===== src/rtl/ccr_pkg.sv =====
package ccr_pkg;
  localparam int unsigned WORD_W  = 32;
  localparam int unsigned LANES   = 2;
  localparam int unsigned LANE_SP = 8;   // bit distance between lane fields
  localparam int unsigned WA_BIT  = 13;

  // Command/level field of one cache, in bit order of the control word
  typedef struct packed {
    logic burst;
    logic clr;
    logic clr_one;
    logic freeze;
    logic enable;
  } lane_cmd_t;

  typedef struct packed {
    logic burst;
    logic freeze;
    logic enable;
  } lane_lvl_t;

  localparam logic [WORD_W-1:0] RSVD_MASK = 32'hFFFF_C0E0;

  function automatic logic [WORD_W-1:0] place_lane(input lane_lvl_t l, input int unsigned lsb);
    logic [WORD_W-1:0] v;
    v = '0;
    v[lsb]     = l.enable;
    v[lsb + 1] = l.freeze;
    v[lsb + 4] = l.burst;
    return v;
  endfunction
endpackage


===== src/rtl/cc_lane.sv =====
module cc_lane
  import ccr_pkg::*;
#(
  parameter int unsigned IDX_W = 4
) (
  input  logic             clk,
  input  logic             rst,
  input  logic             wr,
  input  lane_cmd_t        cmd,
  input  logic [IDX_W-1:0] sel_idx,
  output lane_lvl_t        lvl,
  output logic             inv_all,
  output logic             inv_one,
  output logic [IDX_W-1:0] inv_idx
);
  logic one_req;
  assign one_req = wr && cmd.clr_one && !cmd.clr;

  always_ff @(posedge clk) begin
    if (rst) begin
      lvl     <= '0;
      inv_all <= 1'b1;
      inv_one <= 1'b0;
      inv_idx <= '0;
    end else begin
      inv_all <= wr && cmd.clr;
      inv_one <= one_req;
      if (wr) begin
        lvl.enable <= cmd.enable;
        lvl.freeze <= cmd.freeze;
        lvl.burst  <= cmd.burst;
      end
      if (one_req) inv_idx <= sel_idx;
    end
  end

  p_inv_cause_r5: assert property (@(posedge clk) disable iff (rst)
    inv_all |-> ($past(rst) || $past(wr && cmd.clr)));
  p_inv_excl_r7: assert property (@(posedge clk) disable iff (rst)
    !(inv_all && inv_one));
  p_one_cause_r6: assert property (@(posedge clk) disable iff (rst)
    inv_one |-> $past(wr && cmd.clr_one));
  p_one_idx_r6: assert property (@(posedge clk) disable iff (rst)
    inv_one |-> (inv_idx == $past(sel_idx)));
  p_lvl_hold_r10: assert property (@(posedge clk) disable iff (rst)
    !wr |=> $stable(lvl));
endmodule


===== src/rtl/cc_addr_reg.sv =====
module cc_addr_reg #(
  parameter int unsigned WIDTH   = 32,
  parameter int unsigned IDX_LSB = 4,
  parameter int unsigned IDX_W   = 4
) (
  input  logic             clk,
  input  logic             rst,
  input  logic             wr,
  input  logic [WIDTH-1:0] wdata,
  output logic [WIDTH-1:0] q,
  output logic [IDX_W-1:0] idx
);
  always_ff @(posedge clk) begin
    if (rst)     q <= '0;
    else if (wr) q <= wdata;
  end
  assign idx = q[IDX_LSB +: IDX_W];

  p_addr_hold_r9: assert property (@(posedge clk) disable iff (rst)
    !wr |=> $stable(q));
endmodule


===== src/rtl/ccr_unit.sv =====
module ccr_unit
  import ccr_pkg::*;
#(
  parameter int unsigned IDX_W   = 4,
  parameter int unsigned IDX_LSB = 4
) (
  input  logic             clk,
  input  logic             rst,
  input  logic             req_valid,
  input  logic             req_write,
  input  logic             req_sel,
  input  logic [31:0]      req_wdata,
  output logic             rsp_valid,
  output logic [31:0]      rsp_rdata,
  output logic             ic_enable,
  output logic             ic_freeze,
  output logic             ic_burst,
  output logic             ic_inval_all,
  output logic             ic_inval_one,
  output logic [IDX_W-1:0] ic_inval_idx,
  output logic             dc_enable,
  output logic             dc_freeze,
  output logic             dc_burst,
  output logic             dc_write_alloc,
  output logic             dc_inval_all,
  output logic             dc_inval_one,
  output logic [IDX_W-1:0] dc_inval_idx
);
  localparam int unsigned CMD_W = $bits(lane_cmd_t);

  logic              wr_ctl, wr_adr, rd_req;
  logic [WORD_W-1:0] adr_q;
  logic [IDX_W-1:0]  adr_idx;
  logic              walloc_q;
  lane_lvl_t         lvl     [LANES];
  logic              inv_all [LANES];
  logic              inv_one [LANES];
  logic [IDX_W-1:0]  inv_idx [LANES];
  logic [WORD_W-1:0] ctl_view;

  assign wr_ctl = req_valid && req_write && !req_sel;
  assign wr_adr = req_valid && req_write &&  req_sel;
  assign rd_req = req_valid && !req_write;

  cc_addr_reg #(.WIDTH(WORD_W), .IDX_LSB(IDX_LSB), .IDX_W(IDX_W)) u_adr (
    .clk(clk), .rst(rst), .wr(wr_adr), .wdata(req_wdata), .q(adr_q), .idx(adr_idx)
  );

  for (genvar g = 0; g < LANES; g++) begin : g_lane
    localparam int unsigned LSB = g * LANE_SP;
    cc_lane #(.IDX_W(IDX_W)) u_lane (
      .clk(clk), .rst(rst), .wr(wr_ctl),
      .cmd(lane_cmd_t'(req_wdata[LSB +: CMD_W])),
      .sel_idx(adr_idx),
      .lvl(lvl[g]), .inv_all(inv_all[g]), .inv_one(inv_one[g]), .inv_idx(inv_idx[g])
    );
  end

  always_ff @(posedge clk) begin
    if (rst)         walloc_q <= 1'b0;
    else if (wr_ctl) walloc_q <= req_wdata[WA_BIT];
  end

  always_comb begin
    ctl_view = place_lane(lvl[0], 0) | place_lane(lvl[1], LANE_SP);
    ctl_view[WA_BIT] = walloc_q;
  end

  always_ff @(posedge clk) begin
    if (rst) begin
      rsp_valid <= 1'b0;
      rsp_rdata <= '0;
    end else begin
      rsp_valid <= rd_req;
      if (rd_req) rsp_rdata <= req_sel ? adr_q : ctl_view;
    end
  end

  assign ic_enable      = lvl[0].enable;
  assign ic_freeze      = lvl[0].freeze;
  assign ic_burst       = lvl[0].burst;
  assign ic_inval_all   = inv_all[0];
  assign ic_inval_one   = inv_one[0];
  assign ic_inval_idx   = inv_idx[0];
  assign dc_enable      = lvl[1].enable;
  assign dc_freeze      = lvl[1].freeze;
  assign dc_burst       = lvl[1].burst;
  assign dc_write_alloc = walloc_q;
  assign dc_inval_all   = inv_all[1];
  assign dc_inval_one   = inv_one[1];
  assign dc_inval_idx   = inv_idx[1];

  p_rsp_cause_r10: assert property (@(posedge clk) disable iff (rst)
    rsp_valid |-> $past(req_valid && !req_write));
  p_rsvd_zero_r4: assert property (@(posedge clk) disable iff (rst)
    (rsp_valid && $past(!req_sel)) |-> ((rsp_rdata & RSVD_MASK) == '0));
  p_walloc_hold_r3: assert property (@(posedge clk) disable iff (rst)
    !wr_ctl |=> $stable(dc_write_alloc));
endmodule


===== config.mk =====
export PLATFORM = sky130hd
export DESIGN_NAME = ccr_unit
export DESIGN_NICKNAME = d
export VERILOG_FILES = /design/src/rtl/ccr_pkg.sv /design/src/rtl/cc_lane.sv /design/src/rtl/cc_addr_reg.sv /design/src/rtl/ccr_unit.sv
export SDC_FILE = /design/constraint.sdc
export NUM_CORES = 1
export LEC_CHECK = 0
export ABC_AREA = 1
export BUFFER_PORTS_ARGS = -buffer_cell sky130_fd_sc_hd__buf_2
export CAP_MARGIN = 20
export CORE_ASPECT_RATIO = 1.75
export CORE_UTILIZATION = 55
export CTS_CLUSTER_DIAMETER = 120
export CTS_CLUSTER_SIZE = 25
export DETAILED_ROUTE_END_ITERATION = 12
export GPL_TIMING_DRIVEN = 0
export MAX_ROUTING_LAYER = met4
export PLACE_DENSITY = 0.89
export SETUP_SLACK_MARGIN = 0.1
export SLEW_MARGIN = 20
export SYNTH_ARGS = -nofsm -noshare
export SYNTH_HDL_FRONTEND = slang
export SYNTH_SLANG_ARGS = --single-unit

===== constraint.sdc =====
create_clock -name clk -period 2.3 [get_ports clk]
set_input_delay 0.23 -clock clk [delete_from_list [all_inputs] [get_ports clk]]
set_output_delay 0.23 -clock clk [all_outputs]
set_load 0.01 [all_outputs]

* Yosys cells after proc, flatten, opt, wreduce, memory -nomap -nowiden
Index checks and enable logic that the tools add are counted.
** Cells by class
- Mux-type cells :: 1
- Bitwise operators :: 1
- Reductions and logical operators :: 14
** Operator list (count)
- two-way mux 32 bit :: 1
- OR 5 x 13 -> 13 bit :: 1
- logical AND 1 bit :: 10
- logical NOT 1 bit :: 4
** Word-level totals
- Flip-flop bits (word level) :: 84
- Output and inout port bits :: 52
- Logic and storage cells :: 32

* Depth between registers and ports, before layout
- Word-level depth :: 4
- Gate-level depth with buffers :: 7
- Mapped depth without buffers :: 5

* By module
Synthesis repeated with hierarchy kept, for this count alone.
** Second synthesis, totals
- Cell total of the unflattened synthesis :: 494
- Area total of the unflattened synthesis :: 3507.1 µm²
** Modules (own cells, without submodules)
- ccr_unit :: times used 1, cells an instance 199, area each 1477.7 µm²
- cc_addr_reg :: times used 1, cells an instance 207, area each 1368.8 µm²
- cc_lane :: times used 2, cells an instance 44, area each 330.3 µm²

* Worst setup path after synthesis
Ideal clock, no wire load.
- Path kind :: input port to flip-flop
- From :: input port req_sel
- To :: register u_adr.q[0]
- Library setup time :: 0.116 ns
- Arrival :: 0.915 ns
- Data required time :: 2.184 ns
- Path slack :: 1.270 ns
- Stages on the path :: 7
- Cell sequence :: buf_4 inv_4 nor2_4 inv_2 buf_6 nor2_1 nor2_1
** Between the ends
- Word-level cells in the longest chain between the ends :: 1
** Ends and longest elaborated chain
- start, declared :: RTL line ccr_unit.sv:11 : input logic req_sel,
- logical AND 1 bit :: RTL line ccr_unit.sv:42 : assign wr_adr = req_valid && req_write && req_sel;
- end signal, assigned :: RTL line cc_addr_reg.sv:15 : else if (wr) q <= wdata;
- end, declared :: RTL line cc_addr_reg.sv:10 : output logic [WIDTH-1:0] q,
Every way passes these cells.
A chain may end at the register's enable or synchronous reset.

* Worst setup path after layout
- From :: register walloc_q (netlist: dc_write_alloc)
- To :: output port dc_write_alloc
** RTL lines
- start, declared :: RTL line ccr_unit.sv:34 : logic walloc_q;
- start signal, assigned :: RTL line ccr_unit.sv:61 : else if (wr_ctl) walloc_q <= req_wdata[WA_BIT];
- end, declared :: RTL line ccr_unit.sv:24 : output logic dc_write_alloc,
No word-level cell between the ends.

==> run_results.csv <==
group,metric,value,unit
floorplan,dieWidth,58.8,µm
yosys,synth-seq-cells,84,
critical_path,cpLargestDelayFamily,"flip-flops",
clocking,cts_buffers,9,
place,place_hpwl,5520,µm
grt,grt_max_degree,14,
power_and_ir_drop,intPower,2.10,mW
yosys,yosys_warnings,0,
layout,n_fill_cell,453,
timing,slew_viol_final,0,
floorplan,fp-row-count,35,
yosys,syn_area,0.00311,mm²
route,ant_nets,0,
floorplan,start_util,0.581,
grt,use_met1,0.277,
critical_path,reg2reg_slack,1.54,ns
critical_path,crit_path_end_kind,"output port",
critical_path,crit_type,"register to output port",
power_and_ir_drop,switchingPower,0.689,mW
clocking,clock-sinks,84,
layout,drive_gt1_frac,0.255,
route,firstDrtPassIters,4,
timing,setup_ws,1.20,ns
clocking,cts_hold_buffers,0,
yosys,synth.distinct_cells,18,
grt,grt_pass1_wl,11800,µm
yosys,synth_area_leaders,"dfxtp_1 (54%), nor2_1 (12%), o21ai_0 (7.9%), nand2_1 (6.4%), nand3_1 (5.3%)",
layout,final_cells,573,
place,dpl_cell_area,0.00363,mm²
timing,rsz0062_at_grt,"no",
power_and_ir_drop,p_clk_frac,0.359,
grt,gr-total-overflow,0,
critical_path,crit_arrival,0.87,ns
critical_path,slowest_stage,"dfxtp_1",
yosys,synth-edff-count,0,
timing,holdWs,0.0685,ns
clocking,cts_tree,"done",
place,port_buffers,87,
clocking,clock_latency,0.35,ns
yosys,synth.avg_cell_area,7.85,µm²
power_and_ir_drop,pwr-share-seq,0.551,
grt,grt_antenna_before_repair,0,
power_and_ir_drop,p_comb_frac,0.090,
critical_path,path_max_fanout,3,
timing,setup_violations,0,
yosys,synth_top_area_share,0.541,
critical_path,cp.depth,1,
route,drc_errors,0,
critical_path,reg2reg_depth,4,
clocking,cts_max_path_buffers,2,
grt,grt_busiest_layer,"met2",
outcome,status,"finished, final reports clean",
power_and_ir_drop,power_density,730,mW/mm²
power_and_ir_drop,ir_worst_vdd,0.602,mV
place,gp_congestion,0.832,
route,vias_per_cell,5.04,
critical_path,regToRegEndpoint,"rsp_rdata[8]$_SDFFE_PP0P_",
clocking,path_clk_slew,0.08,ns
critical_path,crit_path_end,"dc_write_alloc",
power_and_ir_drop,total_leakage_power,1.78,nW
yosys,async_flop_share,0,
layout,fin_nets,531,
floorplan,ios,89,
timing,min_period,1.10,ns
yosys,yosys.area.top_type,"dfxtp_1",
critical_path,critPathLaunch,"dc_write_alloc$_SDFFE_PP0N_",
clocking,root_buffer,"clkbuf_8",
critical_path,crit_required,2.07,ns
grt,use_met3,0.0460,
timing,worst_pin_slew,0.537,ns
timing,final_hold_viol_count,0,
run,cap_violations,0,
layout,finalInstanceArea,0.00382,mm²
critical_path,worstPathCellList,"buf_2",
grt,grt.total_usage,0.271,
critical_path,slowest_delay,0.37,ns
timing,slew_headroom,0.641,
yosys,yosysSeqAreaShare,0.541,
layout,insertedDiodeCount,0,
yosys,yosys_most_used_dff,"dfxtp_1",
hold_path,holdCritPathClass,"primary input to register",
critical_path,worstSetupStartpointType,"register",
timing,finalCritPeriodShare,0.478,
yosys,yosys-top-cells-count,"nor2_1 (97), dfxtp_1 (84), nand2_1 (53), o21ai_0 (49), nand3_1 (33)",
power_and_ir_drop,p_sw_frac,0.247,
grt,met2_usage,0.484,
route,totalWireLength,7470,µm
clocking,post_cts_buffers,0,
place,dpl.cell_count,557,
critical_path,crit_buf_inv,1,
floorplan,die-height,101,µm
route,wl_per_cell,13.0,µm
place,dp_slack,1.03,ns
route,vias,2889,
floorplan,core_area,0.00534,mm²
clocking,cts_resized,0,
grt,grt_pass1_vias,2666,
route,drt_iter0_drc,115,
layout,area.growth.synth_to_final,22.9,%
floorplan,die_area,0.00597,mm²
timing,fin_skew,0.00590,ns
yosys,synth.most_common_cell,"nor2_1",
timing,fmax,910,MHz
timing,setup-tns-final,0,ns
critical_path,r2r-start,"u_adr.q[8]$_SDFFE_PP0P_",
yosys,synth_cells,396,
yosys,syn_nets,433,
clocking,htree_levels,3,
[per-stage QoR]
| step | total power [mW] | util |
|---|---|---|
| after global routing | 2.89 | 0.715 |
| after CTS | 2.80 | 0.715 |
| after floorplan | 1.71 | - |
| final | 2.79 | 0.715 |
| after detailed placement | 1.82 | 0.680 |
| after global placement | 1.81 | 0.680 |
[metal layers]
metal / vias to the layer above / share of wire
li1: 1481 / -
met1: 1312 / 0.39
met2: 85 / 0.55
met3: 11 / 0.049
met4: 0 / 0.016
met5: - / 0
[power groups by stage]
| stage | logic, mW | clock network, mW | registers (mW) |
|---|---|---|---|
| 6_report | 0.252 | 1.00 | 1.53 |
| 5_1_grt | 0.281 | 1.07 | 1.54 |
| 3_3_place_gp | 0.244 | 0 | 1.56 |
| 3_5_place_dp | 0.251 | 0 | 1.57 |
| 4_1_cts | 0.253 | 1.01 | 1.53 |
| 2_1_floorplan | 0.140 | 0 | 1.57 |
[worst min path at each step]
| stage | depth (start not counted) | slack (ns) | from | to |
|---|---|---|---|---|
| floorplan | 1 | 0.30 | rst | g_lane[0].u_lane.inv_one$_SDFF_PP0_ |
| global placement | 2 | 0.43 | rst | g_lane[1].u_lane.inv_one$_SDFF_PP0_ |
| detailed placement | 2 | 0.43 | rst | g_lane[1].u_lane.inv_one$_SDFF_PP0_ |
| CTS | 2 | 0.05 | rst | g_lane[1].u_lane.inv_one$_SDFF_PP0_ |
| global route | 2 | 0.09 | rst | g_lane[1].u_lane.inv_one$_SDFF_PP0_ |
| finish | 2 | 0.07 | rst | g_lane[1].u_lane.inv_one$_SDFF_PP0_ |
[logic make-up after synthesis]
| logic type | Yosys count | synth area share |
|---|---|---|
| DFF | 84 | 0.541 |
| buffers and inverters | 38 | 0.0681 |
| AOI/OAI and AO/OA | 86 | 0.139 |
| and+or+nand+nor | 188 | 0.252 |
[sequential cells by signal, summed over array words and instances, names as in the netlist]
name                   count
rsp_rdata                 32
u_adr.q                   32
g_lane.u_lane.inv_idx      8
g_lane.u_lane.lvl          6
g_lane.u_lane.inv_all      2
g_lane.u_lane.inv_one      2
dc_write_alloc             1
rsp_valid                  1
[cell type report]
class | count | area, µm² | area share
plain buffers | 25 | 160 | 0.0419
clock buffers | 11 | 131 | 0.0344
clock inverters | 5 | 52.6 | 0.0138
inverters | 13 | 51.3 | 0.0134
multi-input cells | 274 | 1210 | 0.318
flip-flops and latches | 84 | 1680 | 0.440
well taps | 74 | 92.6 | 0.0242
repair buffers | 87 | 435 | 0.114
[cell usage in the layout (no fill, tap or decap)]
cell type   count
nand2_2         2
buf_4           6
nor2_4          2
o21ai_1        22
clkinv_2        3
nand2_1        53
dfxtp_1        84
clkbuf_1        7
inv_1           8
nor2_8          1
a21oi_1        15
inv_2           4
bufinv_16       1
nand3_1        33
o21ai_0        49
buf_2          92
clkbuf_8        9
inv_4           1
buf_1           4
clkinvlp_4      1
buf_6           5
nor2_1         97
Power figures use the tool's default switching activity.
